## config.mk

```make
export PLATFORM = sky130hd
export DESIGN_NAME = prio_bcast
export DESIGN_NICKNAME = d
export VERILOG_FILES = /design/src/rtl/prio_bcast_pkg.sv /design/src/rtl/prio_bcast_regs.sv /design/src/rtl/prio_bcast_copy.sv /design/src/rtl/prio_bcast_ack.sv /design/src/rtl/prio_bcast.sv
export SDC_FILE = /design/constraint.sdc
export NUM_CORES = 1
export LEC_CHECK = 0
export BUFFER_PORTS_ARGS = -buffer_cell sky130_fd_sc_hd__buf_2
export CAP_MARGIN = 5
export CORE_ASPECT_RATIO = 1.1
export CORE_MARGIN = 2
export CORE_UTILIZATION = 30
export DETAILED_ROUTE_END_ITERATION = 6
export PLACE_DENSITY_LB_ADDON = 0.08
export SLEW_MARGIN = 20
export SYNTH_ARGS = -nofsm -noshare
export SYNTH_HDL_FRONTEND = slang
export SYNTH_SLANG_ARGS = --single-unit
```

## constraint.sdc

```tcl
create_clock -name clk_i -period 4.91 [get_ports clk_i]
set_input_delay 0.982 -clock clk_i [delete_from_list [all_inputs] [get_ports clk_i]]
set_output_delay 0.982 -clock clk_i [all_outputs]
set_load 0.01 [all_outputs]
```

## src/rtl/prio_bcast_pkg.sv

```systemverilog
`timescale 1ns/1ps
package prio_bcast_pkg;
  localparam int unsigned NUM_MASTERS  = 4;
  localparam int unsigned FIELD_STRIDE = 4;
  localparam int unsigned FIELD_W      = NUM_MASTERS * FIELD_STRIDE;
  localparam int unsigned PRIO_OFS     = 'h0;
  localparam int unsigned ACK_OFS      = 'h4;

  // master index == field number; bit position = index * FIELD_STRIDE
  typedef enum int unsigned {
    M_CPU0  = 0,
    M_CPU1  = 1,
    M_DMARD = 2,
    M_DMAWR = 3
  } master_e;

  typedef logic [NUM_MASTERS-1:0] prio_vec_t;

  function automatic prio_vec_t word_to_prio(input logic [FIELD_W-1:0] w);
    prio_vec_t v;
    for (int i = 0; i < NUM_MASTERS; i++) v[i] = w[i*FIELD_STRIDE];
    return v;
  endfunction

  function automatic logic [FIELD_W-1:0] prio_to_word(input prio_vec_t v);
    logic [FIELD_W-1:0] w;
    w = '0;
    for (int i = 0; i < NUM_MASTERS; i++) w[i*FIELD_STRIDE] = v[i];
    return w;
  endfunction
endpackage

```

## src/rtl/prio_bcast_regs.sv

```systemverilog
`timescale 1ns/1ps
module prio_bcast_regs
  import prio_bcast_pkg::*;
#(
  parameter int unsigned ADDR_W = 12,
  parameter int unsigned DATA_W = 32
) (
  input  logic              clk_i,
  input  logic              rst_ni,
  input  logic              psel_i,
  input  logic              penable_i,
  input  logic              pwrite_i,
  input  logic [ADDR_W-1:0] paddr_i,
  input  logic [DATA_W-1:0] pwdata_i,
  input  logic              ack_i,
  output prio_vec_t         glob_o,
  output prio_vec_t         glob_nxt_o,
  output logic              wr_prio_o,
  output logic [DATA_W-1:0] prdata_o
);
  localparam logic [ADDR_W-1:0] PRIO_A = ADDR_W'(PRIO_OFS);
  localparam logic [ADDR_W-1:0] ACK_A  = ADDR_W'(ACK_OFS);

  prio_vec_t glob_q;
  logic      access;
  logic      unused_wdata_hi;

  assign unused_wdata_hi = ^pwdata_i[DATA_W-1:FIELD_W];
  assign access     = psel_i & penable_i;
  assign wr_prio_o  = access & pwrite_i & (paddr_i == PRIO_A);
  assign glob_nxt_o = wr_prio_o ? word_to_prio(pwdata_i[FIELD_W-1:0]) : glob_q;
  assign glob_o     = glob_q;

  always_ff @(posedge clk_i or negedge rst_ni) begin
    if (!rst_ni) glob_q <= '0;
    else         glob_q <= glob_nxt_o;
  end

  always_comb begin
    prdata_o = '0;
    if (psel_i && !pwrite_i) begin
      if (paddr_i == PRIO_A)     prdata_o = DATA_W'(prio_to_word(glob_q));
      else if (paddr_i == ACK_A) prdata_o = {{(DATA_W-1){1'b0}}, ack_i};
    end
  end
endmodule

```

## src/rtl/prio_bcast_copy.sv

```systemverilog
`timescale 1ns/1ps
module prio_bcast_copy
  import prio_bcast_pkg::*;
(
  input  logic      clk_i,
  input  logic      rst_ni,
  input  logic      sample_i,
  input  logic      wr_i,
  input  prio_vec_t glob_nxt_i,
  output prio_vec_t local_o,
  output logic      fresh_o
);
  prio_vec_t loc_q;
  logic      fresh_q;

  always_ff @(posedge clk_i or negedge rst_ni) begin
    if (!rst_ni) begin
      loc_q   <= '0;
      fresh_q <= 1'b1;
    end else begin
      if (sample_i) loc_q <= glob_nxt_i;
      // a write invalidates the copy unless it is sampled in the same cycle
      if (wr_i)          fresh_q <= sample_i;
      else if (sample_i) fresh_q <= 1'b1;
    end
  end

  assign local_o = loc_q;
  assign fresh_o = fresh_q;
endmodule

```

## src/rtl/prio_bcast_ack.sv

```systemverilog
`timescale 1ns/1ps
module prio_bcast_ack #(
  parameter int unsigned N_ARB = 10
) (
  input  logic             clk_i,
  input  logic             rst_ni,
  input  logic             wr_i,
  input  logic [N_ARB-1:0] fresh_i,
  output logic             ack_o
);
  logic ack_q;

  always_ff @(posedge clk_i or negedge rst_ni) begin
    if (!rst_ni)   ack_q <= 1'b0;
    else if (wr_i) ack_q <= 1'b0;
    else           ack_q <= &fresh_i;
  end

  assign ack_o = ack_q;
endmodule

```

## src/rtl/prio_bcast.sv

```systemverilog
`timescale 1ns/1ps
module prio_bcast
  import prio_bcast_pkg::*;
#(
  parameter int unsigned N_ARB  = 10,
  parameter int unsigned ADDR_W = 12,
  parameter int unsigned DATA_W = 32
) (
  input  logic                         clk_i,
  input  logic                         rst_ni,
  input  logic                         psel_i,
  input  logic                         penable_i,
  input  logic                         pwrite_i,
  input  logic [ADDR_W-1:0]            paddr_i,
  input  logic [DATA_W-1:0]            pwdata_i,
  output logic [DATA_W-1:0]            prdata_o,
  output logic                         pready_o,
  output logic                         pslverr_o,
  input  logic [N_ARB-1:0]             nseq_start_i,
  output logic [N_ARB*NUM_MASTERS-1:0] arb_prio_o
);
  prio_vec_t        glob_q;
  prio_vec_t        glob_nxt;
  logic             wr_prio;
  logic             ack_q;
  logic [N_ARB-1:0] fresh;

  assign pready_o  = 1'b1;
  assign pslverr_o = 1'b0;

  prio_bcast_regs #(.ADDR_W(ADDR_W), .DATA_W(DATA_W)) u_regs (
    .clk_i      (clk_i),
    .rst_ni     (rst_ni),
    .psel_i     (psel_i),
    .penable_i  (penable_i),
    .pwrite_i   (pwrite_i),
    .paddr_i    (paddr_i),
    .pwdata_i   (pwdata_i),
    .ack_i      (ack_q),
    .glob_o     (glob_q),
    .glob_nxt_o (glob_nxt),
    .wr_prio_o  (wr_prio),
    .prdata_o   (prdata_o)
  );

  for (genvar k = 0; k < N_ARB; k++) begin : g_arb
    prio_vec_t loc;
    prio_bcast_copy u_copy (
      .clk_i      (clk_i),
      .rst_ni     (rst_ni),
      .sample_i   (nseq_start_i[k]),
      .wr_i       (wr_prio),
      .glob_nxt_i (glob_nxt),
      .local_o    (loc),
      .fresh_o    (fresh[k])
    );
    assign arb_prio_o[k*NUM_MASTERS +: NUM_MASTERS] = loc;
  end

  prio_bcast_ack #(.N_ARB(N_ARB)) u_ack (
    .clk_i   (clk_i),
    .rst_ni  (rst_ni),
    .wr_i    (wr_prio),
    .fresh_i (fresh),
    .ack_o   (ack_q)
  );
endmodule

```

=== Word-level counts from Yosys, hierarchy flattened ===
Index checks and enable logic that the tools add are counted.

* Register bits after elaboration: 55
* Input bits: 59
* Output and inout port bits: 74
* Word-level logic and storage cells: 65

* Muxes and demuxes: 25
* Reduce and logical (&&, ||, !) cells: 14
* Bitwise gates (word level): 3
* Equal/unequal tests: 1

{| class="wikitable"
|+ Operator list
! operator !! count
|-
| 32-bit 2-to-1 mux || 2
|-
| 1-bit 2-to-1 mux || 22
|-
| 2-bit nonzero test || 10
|-
| 12-bit by 3-bit equality test with 1-bit output, second input constant || 1
|-
| 12-bit logical NOT || 1
|-
| 10-bit AND reduction || 1
|-
| 4-bit 2-to-1 mux || 1
|-
| 1-bit AND || 3
|-
| 1-bit logical AND || 1
|-
| 1-bit logical NOT || 1
|}

=== Depth between registers and ports, before layout ===
Gate-level depths: netlist of the first run.

* Word-level depth: 4
* Depth in mapped cells: 6
* Mapped depth without buffers: 3

=== By module ===
From an unflattened synthesis of the first run, not the netlist that was laid out.

* Cells, all modules: 170
* Area, all modules: 2,402.3 um^2

{| class="wikitable"
|+ By module, submodules not included
! module !! times used !! area an instance (um^2) !! cells each !! sequential area each (um^2)
|-
| prio_bcast_copy || 10 || 183.9 || 11 || 126.4
|-
| prio_bcast_regs || 1 || 485.5 || 51 || 100.1
|-
| prio_bcast_ack || 1 || 55.1 || 5 || 25.0
|-
| prio_bcast || 1 || 22.5 || 4 || 0.0
|}

=== Worst setup path after synthesis of the first run ===
OpenSTA, ideal clock, no wires.

* Kind: input port to output port
* Start: in paddr_i[9]
* End: out prdata_o[12]
* Setup slack: 1.379 ns
* Buffers on the path: 1
* Data arrival time: 2.549 ns
* Required time: 3.928 ns
* Stages on the path: 4
* Path through: or4_1 clkbuf_1 or4_1 nor3b_1

* Longest elaborated chain between the ends: 3

{| class="wikitable"
|+ RTL lines
! item !! line !! text
|-
| start, declared || prio_bcast.sv:14 || <nowiki>input logic [ADDR_W-1:0] paddr_i,</nowiki>
|-
| 12-bit logical NOT || prio_bcast_regs.sv:42 || <nowiki>if (paddr_i == PRIO_A) prdata_o = DATA_W'(prio_to_word(glob_q));</nowiki>
|-
| 32-bit 2-to-1 mux || prio_bcast_regs.sv:42 ||
|-
| 32-bit 2-to-1 mux || prio_bcast_regs.sv:41 || <nowiki>if (psel_i && !pwrite_i) begin</nowiki>
|-
| end, declared || prio_bcast.sv:16 || <nowiki>output logic [DATA_W-1:0] prdata_o,</nowiki>
|}

Every way passes these cells.

=== Final worst setup path of the first run ===
* Start: in paddr_i[5]
* End: out prdata_o[4]

The elaborated chain is that of the path after synthesis.

==> flow_summary.toml, run 1 <==
[clock_network]
htreeDepth = 2
numCtsBuffers = 5
cts_sinks = 55
cts_setup_buffers = 0
ctsHoldBuffers = 0
insertion_delay_ns = 0.29
cts.repair.resized = 0
clkTransAtPathRegs_ns = 0.07
max-clock-path-buffers = 2
root_buffer = "clkbuf_16"
cts_tree = "built"

[route]
first_pass_iters = 4
drt_wl_total_mm = 9.94
drcViolationCount = 0
avgViaCountPerCell = 4.99
num_vias = 2780
drt_iter0_markers = 110
wl_per_cell_um = 17.8
drtAntennaViolNets = 0

[synthesis]
synth-main-ff-cell = "dfrtp_1"
ys_types = 23
ys_async_sr_fraction_pct = 100
synth-compound-area-share_pct = 25.9
synth_xor_area_share_pct = 0
synth-adder-area-share_pct = 0
synth_top_family_by_area = "compound AO/OA/AOI/OAI gates"
synth_mux_area_share_pct = 1.96
synth-seq-area-share_pct = 38.9
synth_top_area_share_pct = 31.5
synth-simple-area-share_pct = 21.0
synth_area_um2 = 3570
avgSynthCellArea_um2 = 9.93
synth-seq-cells = 55
synth_enable_flop_cells = 0
synthTopCellsByArea = "dfrtp_1 32%, o211ai_2 14%, o41ai_1 9.8%"
yosys_warnings = 0
synth.most_common_cell = "dfrtp_1"
syn_inst = 360
synth_top_area_cell = "dfrtp_1"
ys_top_cells_by_count = "45 x dfrtp_1, 41 x nand2_1"

[die]
dieArea_um2 = 12800
placementRows = 41
core_um2 = 11500
io_pins = 133
initial_core_util_pct = 31.0
fp.dieH_um = 118
dieWidth_um = 108

[worst_setup_path]
start_kind = "input pin"
cp.required_ns = 3.93
crit_path_max_fanout = 18
crit_type = "in -> out"
critPathLaunch = "paddr_i[5]"
r2r-start = "u_regs.glob_o[2]"
crit_arrival_ns = 2.79
end_kind = "primary output"

[place]
place_hpwl_mm = 6.19
dp.cells = 549
placed_cell_area_um2 = 3880
io_buffers = 74
place_congestion = 0.686

[cells_and_area]
layout-drive-gt1-share_pct = 35.9
diodes = 0
final_cell_area_um2 = 4040
fin_util_pct = 35.0
stdcell_count = 557
areaGrowthSynthToFinish_pct = 13.0
nets = 465

[timing]
skew_ns = 0.00337
drv_slew = 0
fin_crit_sh_pct = 76.9
hold_violations = 0
relSlewSlack_pct = 48.4
rsz0062_at_grt = "false"
worst_pin_slew_ns = 0.774
fmax_mhz = 265
final.setup.tns_ns = 0
min_period_ns = 3.78
setup_viol = 0

[pwr]
p_leak_uw = 0.00197
power_density_nw_per_um2 = 229
vdd_drop_max_uv = 125

[flow_run]
drv_cap = 0

[global_routing]
grt_usage_pct = 16.1
grt_start_max_net_pins = 42
grt_pass1_vias = 2758
grt_pass1_wl_mm = 16.0
grt_remaining_overflow = 0
antenna_found_initial = 0

[min_path]
hp-class = "reg -> reg"
min_from = "g_arb[2].u_copy.local_o[1]"

[run_status]
outcome = "complete, no violations"
==> routing by layer <==
layer	track usage, %	share of wire [%]
met2	26.7	48
met4	4.73	1.7
met5	0	0
met1	21.5	45
met3	2.48	5.0
==> kinds of logic after synthesis <==
kind of cell | after synthesis
AND/OR/NAND/NOR | 135
AO/OA/AOI/OAI | 90
buffers and inverters | 73
flip-flops | 55
multiplexers | 5
other | 2
==> placed cells by master (no fill, tap or decap) <==
cell type / synthesis / final
or4_1: 4 / 3
dfrtp_1: 45 / 45
nor3b_1: 3 / 3
mux2i_1: 1 / 1
nand3b_1: 1 / 1
buf_4: 30 / 10
dfstp_2: 10 / 10
nand4_1: 1 / 1
nand3_1: 1 / 1
conb_1: 2 / 30
nand2b_1: 40 / 40
o211ai_2: 40 / 40
a21o_1: 10 / 10
clkbuf_16: 0 / 5
clkbuf_8: 0 / 2
and3_1: 1 / 1
or4b_1: 1 / 1
clkbuf_1: 37 / 1
o41ai_1: 40 / 40
or4_2: 0 / 1
nor2_1: 1 / 1
and2_1: 40 / 40
mux2_4: 4 / 4
nand2_1: 41 / 41
nor3_1: 1 / 1
buf_2: 0 / 74
==> through the flow <==
stage	worst slack [ns]	power (µW)	hold slack [ns]
6_report	1.13	924	0.502
4_1_cts	1.12	944	0.507
2_1_floorplan	1.38	529	0.491
3_3_place_gp	1.12	550	0.486
3_5_place_dp	1.13	551	0.488
5_1_grt	0.999	969	0.520
==> flip-flops by register name (all words and copies together) (netlist names) <==
name	count
g_arb.u_copy.fresh_o	10
g_arb.u_copy.local_o	40
u_ack.ack_o	1
u_regs.glob_o	4
==> path summary, 6_finish.rpt <==
| path | to | slack [ns] | cells after the start |
|---|---|---|---|
| worst max-delay path | prdata_o[4] | 1.13 | 6 |
| worst min register to register | g_arb[2].u_copy.local_o[1] | 0.50 | 2 |
| max in group asynchronous | g_arb[8].u_copy.fresh_o | 3.27 | 2 |
| min in group asynchronous | g_arb[0].u_copy.local_o[2] | 0.76 | 1 |
| worst max register to register | g_arb[3].u_copy.local_o[2] | 3.76 | 3 |
| worst min-delay path | g_arb[2].u_copy.local_o[1] | 0.50 | 2 |
==> report_power, final <==
group	total [µW]	switching, µW	leakage, µW	internal, µW
logic	86.5	66.0	0.00117	20.5
registers	454	0.427	0.000729	454
clock network	383	165	0.0000772	218
==> worst max-delay path: stages <==
cell,delay [ns]
buf_2,0.09
or4_1,0.54
buf_4,0.23
or4_1,0.55
nor3b_1,0.22
buf_2,0.16
==> layout make-up <==
type,count,area (µm²)
Fill cell,1201,7500
Tap cell,150,188
Sequential cell,55,1390
Timing Repair Buffer,84,445
Multi-Input combinational cell,260,1860
Clock buffer,8,156
Power figures use the tool's default switching activity.
==> run 2: changes to the inputs <==
- clock period: 4.91 -> 3.9 ns (I/O delays scaled with it)
==> run 2 against run 1 <==
  * Worst hold slack better by 0.0018 ns
  * Power increased by 26%
  * Clock skew barely moved
  * Final cell count decreased by 0.54%
  * Critical path type unchanged
  * Critical endpoint unchanged
  * Largest power group unchanged
  * Highest routed layer unchanged
==> flow_summary.toml, run 2 (synthesized netlist as in run 1, its figures left out) <==
[run_status]
outcome = "complete, no violations"

[timing]
fmax_mhz = 301
holdWs_ns = 0.503
rsz0062_at_grt = "false"
skew_ns = 0.00303
setup_viol = 0
fin_crit_sh_pct = 85.3
final.setup.tns_ns = 0
min_period_ns = 3.32
worst_pin_slew_ns = 0.737
drv_slew = 0
relSlewSlack_pct = 50.9
hold_violations = 0

[worst_setup_path]
crit_arrival_ns = 2.54
critPathBufInv = 2
endpoint = "prdata_o[4]"
cp.required_ns = 3.12
crit_family = "simple AND/OR/NAND/NOR gates"
crit_cells = 5
slowest_delay_ns = 0.61
rrSetupSlack_ns = 2.77
r2r-start = "u_regs.glob_o[1]"
crit_path_max_fanout = 4
start_kind = "input pin"
end_kind = "primary output"
crit_chain = "buf_2, or4_1, or4_1, nor3b_1, buf_2"
regToRegEndpoint = "g_arb[1].u_copy.local_o[1]"
crit_type = "in -> out"
crit_slowest_cell = "or4_1"
rr_worst_depth = 3
critPathLaunch = "paddr_i[9]"

[cells_and_area]
fin_util_pct = 34.8
areaGrowthSynthToFinish_pct = 12.4
final_common_cell = "buf_2"
diodes = 0
final_cell_area_um2 = 4020
layout_common_cells = "74 x buf_2, 45 x dfrtp_1, 41 x nand2_1"
stdcell_count = 554
layout-drive-gt1-share_pct = 35.4
seq_area_um2 = 1390
largest_reg_flops = 40
fillers = 1217
multi_input_area_um2 = 1860
nets = 462

[die]
dieArea_um2 = 12800
initial_core_util_pct = 31.0
fp.dieH_um = 118
placementRows = 41
dieWidth_um = 108
io_pins = 133
core_um2 = 11500

[route]
avgViaCountPerCell = 4.87
drcViolationCount = 0
drt_wl_total_mm = 9.76
num_vias = 2699
wl_per_cell_um = 17.6
drt_iter0_markers = 92
drtAntennaViolNets = 0
first_pass_iters = 4

[clock_network]
clkTransAtPathRegs_ns = 0.07
cts_tree = "built"
ctsHoldBuffers = 0
root_buffer = "clkbuf_16"
htreeDepth = 2
max-clock-path-buffers = 2
numCtsBuffers = 5
cts_sinks = 55
insertion_delay_ns = 0.29
cts.repair.resized = 0
cts_setup_buffers = 0

[global_routing]
grt_start_max_net_pins = 41
grt_usage_pct = 15.6
grt_remaining_overflow = 0
grt_pass1_vias = 2710
grt_pass1_wl_mm = 15.5
antenna_found_initial = 0

[place]
place_hpwl_mm = 6.15
place_congestion = 0.692
placed_cell_area_um2 = 3860
io_buffers = 74
dp.cells = 546

[flow_run]
drv_cap = 0

[pwr]
power_density_nw_per_um2 = 290
p_leak_uw = 0.00196
vdd_drop_max_uv = 189

[min_path]
hp-class = "reg -> reg"
==> run 2: worst min-delay path by stage <==
stage	start	endpoint	slack [ns]	cells past startpoint
global route	g_arb[0].u_copy.fresh_o	g_arb[0].u_copy.fresh_o	0.52	1
detailed placement	g_arb[3].u_copy.local_o[3]	g_arb[3].u_copy.local_o[3]	0.49	2
CTS	g_arb[7].u_copy.local_o[0]	g_arb[7].u_copy.local_o[0]	0.51	2
global placement	g_arb[4].u_copy.local_o[2]	g_arb[4].u_copy.local_o[2]	0.48	2
floorplan	rst_ni	g_arb[0].u_copy.local_o[0]	0.48	0
finish	g_arb[8].u_copy.local_o[2]	g_arb[8].u_copy.local_o[2]	0.50	2
==> run 2: worst register-to-register path: stages, from the launching register on <==
cell and delay [ns]:
dfrtp_1 0.57, and2_1 0.23, o41ai_1 0.07, o211ai_2 0.13
==> run 2: stage by stage <==
stage	worst slack, ns	total power [µW]
after floorplan	0.773	666
after global routing	0.439	1220
final	0.575	1160
after detailed placement	0.585	692
after global placement	0.574	691
after CTS	0.575	1190
==> run 2: layout make-up <==
type	count	area share, %
multi-input cells	260	46.3
flip-flops and latches	55	34.6
repair buffers	81	10.5
well taps	150	4.67
clock buffers	8	3.89
==> run 2: routing by layer <==
metal,up-vias,GRT usage [%],part of all wire [%],wire length (µm)
li1,1303,-,-,-
met1,1317,21.0,48,4640
met2,73,25.7,48,4650
met3,6,2.81,3.8,370
met4,0,3.61,0.92,90
met5,-,0,0,0
==> run 2: power by group <==
part	internal, µW	switching [µW]
combinational	25.2	82.2
clock	274	209
sequential	571	0.527
